**src/rtl/mc_ctrl_pkg.sv**
```systemverilog
package mc_ctrl_pkg;

  localparam int unsigned ST_BITS = 4;

  typedef enum logic [ST_BITS-1:0] {
    S_FETCH  = 4'd0,
    S_DECODE = 4'd1,
    S_MADDR  = 4'd2,
    S_MREAD  = 4'd3,
    S_MWB    = 4'd4,
    S_MWRITE = 4'd5,
    S_EXEC   = 4'd6,
    S_RDONE  = 4'd7,
    S_BRANCH = 4'd8,
    S_JUMP   = 4'd9
  } st_e;

  typedef enum logic [2:0] {
    C_LOAD,
    C_STORE,
    C_ALU,
    C_BEQ,
    C_JMP,
    C_NONE
  } cls_e;

  // ALU second-operand selects
  localparam logic [1:0] SRCB_REG  = 2'b00;
  localparam logic [1:0] SRCB_FOUR = 2'b01;
  localparam logic [1:0] SRCB_IMM  = 2'b10;
  localparam logic [1:0] SRCB_OFS  = 2'b11;

  // ALU operation classes
  localparam logic [1:0] AOP_ADD  = 2'b00;
  localparam logic [1:0] AOP_SUB  = 2'b01;
  localparam logic [1:0] AOP_FUNC = 2'b10;

  // next-PC sources
  localparam logic [1:0] PCS_ALU = 2'b00;
  localparam logic [1:0] PCS_OUT = 2'b01;
  localparam logic [1:0] PCS_JMP = 2'b10;

  typedef struct packed {
    logic       pc_wr;
    logic       pc_wr_cond;
    logic       addr_sel_alu;
    logic       mem_rd;
    logic       mem_wr;
    logic       ir_wr;
    logic       wb_from_mem;
    logic [1:0] pc_sel;
    logic [1:0] alu_mode;
    logic       alu_a_sel;
    logic [1:0] alu_b_sel;
    logic       rf_wr;
    logic       rf_dst_rd;
  } ctl_t;

endpackage

```
**src/rtl/mc_op_class.sv**
```systemverilog
module mc_op_class
  import mc_ctrl_pkg::*;
#(
  parameter int unsigned      OP_W     = 6,
  parameter logic [OP_W-1:0]  OP_LOAD  = OP_W'(35),
  parameter logic [OP_W-1:0]  OP_STORE = OP_W'(43),
  parameter logic [OP_W-1:0]  OP_RTYPE = OP_W'(0),
  parameter logic [OP_W-1:0]  OP_BEQ   = OP_W'(4),
  parameter logic [OP_W-1:0]  OP_JMP   = OP_W'(2)
) (
  input  logic [OP_W-1:0] opcode,
  output cls_e            cls
);
  always_comb begin
    cls = C_NONE;
    if (opcode == OP_LOAD)       cls = C_LOAD;
    else if (opcode == OP_STORE) cls = C_STORE;
    else if (opcode == OP_RTYPE) cls = C_ALU;
    else if (opcode == OP_BEQ)   cls = C_BEQ;
    else if (opcode == OP_JMP)   cls = C_JMP;
  end
endmodule

```
**src/rtl/mc_next_state.sv**
```systemverilog
module mc_next_state
  import mc_ctrl_pkg::*;
(
  input  st_e  cur,
  input  cls_e cls,
  output st_e  nxt
);
  always_comb begin
    nxt = S_FETCH;
    unique case (cur)
      S_FETCH:  nxt = S_DECODE;
      S_DECODE: begin
        unique case (cls)
          C_LOAD, C_STORE: nxt = S_MADDR;
          C_ALU:           nxt = S_EXEC;
          C_BEQ:           nxt = S_BRANCH;
          C_JMP:           nxt = S_JUMP;
          default:         nxt = S_FETCH;
        endcase
      end
      S_MADDR: begin
        if (cls == C_LOAD)       nxt = S_MREAD;
        else if (cls == C_STORE) nxt = S_MWRITE;
        else                     nxt = S_FETCH;
      end
      S_MREAD:  nxt = S_MWB;
      S_EXEC:   nxt = S_RDONE;
      default:  nxt = S_FETCH;
    endcase
  end
endmodule

```
**src/rtl/mc_ctl_decode.sv**
```systemverilog
module mc_ctl_decode
  import mc_ctrl_pkg::*;
(
  input  st_e  cur,
  output ctl_t ctl
);
  always_comb begin
    ctl = '0;
    unique case (cur)
      S_FETCH: begin
        ctl.mem_rd    = 1'b1;
        ctl.ir_wr     = 1'b1;
        ctl.pc_wr     = 1'b1;
        ctl.alu_b_sel = SRCB_FOUR;
        ctl.alu_mode  = AOP_ADD;
        ctl.pc_sel    = PCS_ALU;
      end
      S_DECODE: begin
        ctl.alu_b_sel = SRCB_OFS;
        ctl.alu_mode  = AOP_ADD;
      end
      S_MADDR: begin
        ctl.alu_a_sel = 1'b1;
        ctl.alu_b_sel = SRCB_IMM;
        ctl.alu_mode  = AOP_ADD;
      end
      S_MREAD: begin
        ctl.mem_rd       = 1'b1;
        ctl.addr_sel_alu = 1'b1;
      end
      S_MWB: begin
        ctl.rf_wr       = 1'b1;
        ctl.wb_from_mem = 1'b1;
      end
      S_MWRITE: begin
        ctl.mem_wr       = 1'b1;
        ctl.addr_sel_alu = 1'b1;
      end
      S_EXEC: begin
        ctl.alu_a_sel = 1'b1;
        ctl.alu_b_sel = SRCB_REG;
        ctl.alu_mode  = AOP_FUNC;
      end
      S_RDONE: begin
        ctl.rf_wr     = 1'b1;
        ctl.rf_dst_rd = 1'b1;
      end
      S_BRANCH: begin
        ctl.alu_a_sel  = 1'b1;
        ctl.alu_b_sel  = SRCB_REG;
        ctl.alu_mode   = AOP_SUB;
        ctl.pc_wr_cond = 1'b1;
        ctl.pc_sel     = PCS_OUT;
      end
      S_JUMP: begin
        ctl.pc_wr  = 1'b1;
        ctl.pc_sel = PCS_JMP;
      end
      default: ctl = '0;
    endcase
  end
endmodule

```
**src/rtl/mc_ctrl_fsm.sv**
```systemverilog
module mc_ctrl_fsm
  import mc_ctrl_pkg::*;
#(
  parameter int unsigned OP_W = 6,
  parameter int unsigned ST_W = ST_BITS
) (
  input  logic            clk,
  input  logic            rst_n,
  input  logic [OP_W-1:0] opcode,
  output logic            pc_wr,
  output logic            pc_wr_cond,
  output logic            addr_sel_alu,
  output logic            mem_rd,
  output logic            mem_wr,
  output logic            ir_wr,
  output logic            wb_from_mem,
  output logic [1:0]      pc_sel,
  output logic [1:0]      alu_mode,
  output logic            alu_a_sel,
  output logic [1:0]      alu_b_sel,
  output logic            rf_wr,
  output logic            rf_dst_rd,
  output logic [ST_W-1:0] state_o
);
  st_e  cur_q;
  st_e  nxt;
  cls_e cls;
  ctl_t ctl;

  mc_op_class #(.OP_W(OP_W)) u_class (
    .opcode (opcode),
    .cls    (cls)
  );

  mc_next_state u_next (
    .cur (cur_q),
    .cls (cls),
    .nxt (nxt)
  );

  mc_ctl_decode u_dec (
    .cur (cur_q),
    .ctl (ctl)
  );

  always_ff @(posedge clk or negedge rst_n) begin
    if (!rst_n) cur_q <= S_FETCH;
    else        cur_q <= nxt;
  end

  assign pc_wr        = ctl.pc_wr;
  assign pc_wr_cond   = ctl.pc_wr_cond;
  assign addr_sel_alu = ctl.addr_sel_alu;
  assign mem_rd       = ctl.mem_rd;
  assign mem_wr       = ctl.mem_wr;
  assign ir_wr        = ctl.ir_wr;
  assign wb_from_mem  = ctl.wb_from_mem;
  assign pc_sel       = ctl.pc_sel;
  assign alu_mode     = ctl.alu_mode;
  assign alu_a_sel    = ctl.alu_a_sel;
  assign alu_b_sel    = ctl.alu_b_sel;
  assign rf_wr        = ctl.rf_wr;
  assign rf_dst_rd    = ctl.rf_dst_rd;
  assign state_o      = ST_W'(cur_q);
endmodule

```
**config.mk**
```make
export PLATFORM = sky130hd
export DESIGN_NAME = mc_ctrl_fsm
export DESIGN_NICKNAME = d
export VERILOG_FILES = /design/src/rtl/mc_ctrl_pkg.sv /design/src/rtl/mc_op_class.sv /design/src/rtl/mc_next_state.sv /design/src/rtl/mc_ctl_decode.sv /design/src/rtl/mc_ctrl_fsm.sv
export SDC_FILE = /design/constraint.sdc
export NUM_CORES = 1
export LEC_CHECK = 0
export ABC_CLOCK_PERIOD_IN_PS = 2600
export BUFFER_PORTS_ARGS = -buffer_cell sky130_fd_sc_hd__buf_2
export CORE_MARGIN = 2
export CORE_UTILIZATION = 30
export CTS_CLUSTER_DIAMETER = 150
export DETAILED_ROUTE_END_ITERATION = 7
export GPL_TIMING_DRIVEN = 0
export PLACE_DENSITY_LB_ADDON = 0.2
export SYNTH_ARGS = -nofsm -noshare
export SYNTH_HDL_FRONTEND = slang
export SYNTH_SLANG_ARGS = --single-unit
```
**constraint.sdc**
```tcl
create_clock -name clk -period 2.6 [get_ports clk]
set_clock_uncertainty 0.15 [all_clocks]
set_input_delay 0.52 -clock clk [delete_from_list [all_inputs] [get_ports clk]]
set_output_delay 0.52 -clock clk [all_outputs]
set_load 0.02 [all_outputs]
```
==> run_results.csv <==
group,metric,value,unit
pwr,ir_drop,0.374,mV
pwr,power.leakage,0.325,nW
global_route,overflow,0,
timing,tns,0,ns
clock_network,max-clock-path-buffers,2,
pwr,p_sw,0.000204,W
clock_network,cts.sinks,4,
drt,via_per_inst,4.72,
timing,grt_setup_unrepaired,"no",
critical_path,cp.required,1.93,ns
cells_and_area,layout-drive-gt1-share,40.9,%
global_route,grt.busiest_layer,"met2",
pwr,p_comb_share,60.8,%
place,hpwl,824,um
critical_path,start_kind,"flip-flop",
floorplanning,core_area,1280,um2
drt,wl,1080,um
global_route,use_met1,15.5,%
place,place_inst,99,
timing,drv_slew,0,
hold_path,hold_class,"reg -> reg",
critical_path,crit_family,"buffers and inverters",
clock_network,h-tree-depth,1,
logic_synthesis,yosys.cell_types.count,24,
floorplanning,die_x,40.9,um
cells_and_area,syn2layout_area_growth,45.6,%
job,maxCapViolCount,0,
drt,dr.pass1.iters,2,
critical_path,cpPeakStageDelay,0.40,ns
drt,drc,0,
timing,max_slew_margin,68.9,%
logic_synthesis,synth-seq-cells,4,
logic_synthesis,syn-num-nets,65,
logic_synthesis,synth_edf_count,0,
logic_synthesis,yosysWarningCount,0,
floorplanning,start_util,31.8,%
global_route,use_met2,23.0,%
logic_synthesis,ys_async_sr_fraction,100,%
clock_network,cts_tree,"built",
logic_synthesis,synthTopCellsByCount,"nor3_1 (12), nor2_1 (8), dfrtp_1 (4), xor2_1 (4)",
drt,wl_per_cell,10.5,um
global_route,grt_pass1_wl,1480,um
clock_network,clk_latency,0.23,ns
floorplanning,row_count,13,
logic_synthesis,synthFlopType,"dfrtp_1",
critical_path,cp_slowest_cell,"dfrtp_1",
pwr,internal-power,0.000205,W
critical_path,worstPathArrival,1.58,ns
pwr,p_total,0.000409,W
global_route,antenna_found_initial,0,
pwr,pwr-share-clk,18.5,%
timing,hold_viol,0,
floorplanning,die_h,40.9,um
critical_path,critical_path_class,"reg -> out",
timing,fin_crit,2.25,ns
timing,finalSetupViolCount,0,
cells_and_area,largest_reg_flops,4,
floorplanning,die_area,1680,um2
logic_synthesis,synth_cells,57,
logic_synthesis,syn-cell-area,409,um2
global_route,grt_pass1_vias,358,
timing,fmax,445,MHz
drt,drtIter0Drc,6,
logic_synthesis,avgSynthCellArea,7.18,um2
drt,vias,486,
clock_network,clk_pin_slew,0.04,ns
drt,route.antenna.remaining_nets,0,
cells_and_area,finalNonFillerCells,103,
critical_path,path_max_fanout,10,
place,gp_congestion,0.724,
logic_synthesis,synth_top_area_cell,"dfrtp_1",
critical_path,cp_cell_sequence,"buf_1 > inv_1 > nor3_1 > buf_2",
pwr,pwr-share-seq,20.6,%
critical_path,timing.critical_path.buf_inv,3,
place,io_buffer_count,27,
timing,worst_slew_pin_slew,0.466,ns
timing,post-route-period-util,86.4,%
logic_synthesis,yosysTopAreaCellShare,24.5,%
global_route,grt_use_met3,6.52,%
global_route,grt_max_degree,11,
pwr,p_per_area,687,nW/um2
status,outcome,"finished, final reports clean",
logic_synthesis,synth.most_common_cell,"nor3_1",
pwr,netSwitchingFraction,49.8,%
critical_path,endpoint_kind,"output port",
clock_network,cts_made_buffers,3,
clock_network,root_buffer,"clkbuf_4",
floorplanning,io_pins,28,
cells_and_area,nets,98,
logic_synthesis,synthTopCellsByArea,"dfrtp_1 (24%), nor3_1 (15%), xor2_1 (8.6%), nor2_1 (7.3%), nand2b_1 (4.6%)",
global_route,grt.total_usage,14.0,%
cells_and_area,n_antenna_cell,0,
logic_synthesis,ys_seq_area_share,24.5,%
==> timing repair <==
action,in CTS,in global routing
resized for setup,0,0
setup buffers,0,0
hold endpoints to repair,4,0
hold buffers,1,0
==> final cells by class <==
class / instances / area (um2)
inverters: 3 / 11.3
plain buffers: 5 / 23.8
flip-flops and latches: 4 / 100
clock buffers: 3 / 22.5
multi-input cells: 45 / 274
fillers: 143 / 689
well taps: 15 / 18.8
repair buffers: 28 / 145
==> worst min-delay path: stages, from the launching register on <==
cell,delay (ns)
dfrtp_1,0.36
mux2_2,0.17
nor4_2,0.04
==> placed cells by master, fill, tap and decap left out <==
cell type and instances:
o21ai_0 1, xnor2_1 1, nor3_2 1, or4_4 1, buf_2 28, inv_1 3, nand4b_1 1, nor3_1 12
buf_4 1, nand2b_1 3, clkbuf_4 3, nand3_1 2, nor2_1 8, buf_1 2, dfrtp_1 4, clkbuf_1 1
nor4_2 1, o41ai_1 1, a21oi_1 2, nand2_1 2, dlygate4sd3_1 1, nor4_1 2, xor2_1 4, and3_1 1
nor3b_1 1, mux2_2 1
==> per-stage QoR <==
step | worst slack, ns | hold slack (ns) | util (%) | instance area [um2]
global placement | 0.626 | 0.175 | 43.8 | 563
floorplan | 0.388 | 0.0744 | - | 409
global route | 0.238 | 0.476 | 46.3 | 596
finish | 0.354 | 0.462 | 46.3 | 596
CTS | 0.337 | 0.457 | 46.3 | 596
detailed placement | 0.598 | 0.177 | 43.8 | 563
==> final timing paths <==
check	start	to	slack [ns]	cells past startpoint
hold reg to reg	state_o[1]$_DFF_PN0_	state_o[0]$_DFF_PN0_	0.46	2
hold / removal	state_o[1]$_DFF_PN0_	state_o[0]$_DFF_PN0_	0.46	2
min in group asynchronous	rst_n	state_o[0]$_DFF_PN0_	0.49	2
setup / recovery	state_o[0]$_DFF_PN0_	rf_dst_rd	0.35	4
setup reg to reg	state_o[0]$_DFF_PN0_	state_o[0]$_DFF_PN0_	1.10	4
max in group asynchronous	rst_n	state_o[2]$_DFF_PN0_	1.69	2
==> logic make-up (layout without fill, tap and decap cells) <==
family,after synthesis,count (layout),synth area share [%]
buf+inv,8,39,8.56
flops,4,4,24.5
simple gates,35,35,47.7
compound gates,4,4,5.81
xor+xnor,5,5,10.7
mux,1,1,2.75
==> layer usage <==
layer	wire length (um)	up-vias
met5	0	-
met4	0	0
met3	98	0
met2	454	21
met1	530	202
li1	-	263
==> power groups by stage <==
| stage | Combinational [W] | Clock (W) | Sequential [W] |
|---|---|---|---|
| after floorplan | 0.000159 | 0 | 0.0000960 |
| after global placement | 0.000246 | 0 | 0.0000852 |
| after detailed placement | 0.000247 | 0 | 0.0000861 |
| after CTS | 0.000250 | 0.0000812 | 0.0000853 |
| after global routing | 0.000275 | 0.0000856 | 0.0000869 |
| final | 0.000249 | 0.0000759 | 0.0000845 |
No activity file was read; power rests on OpenSTA's default activity.
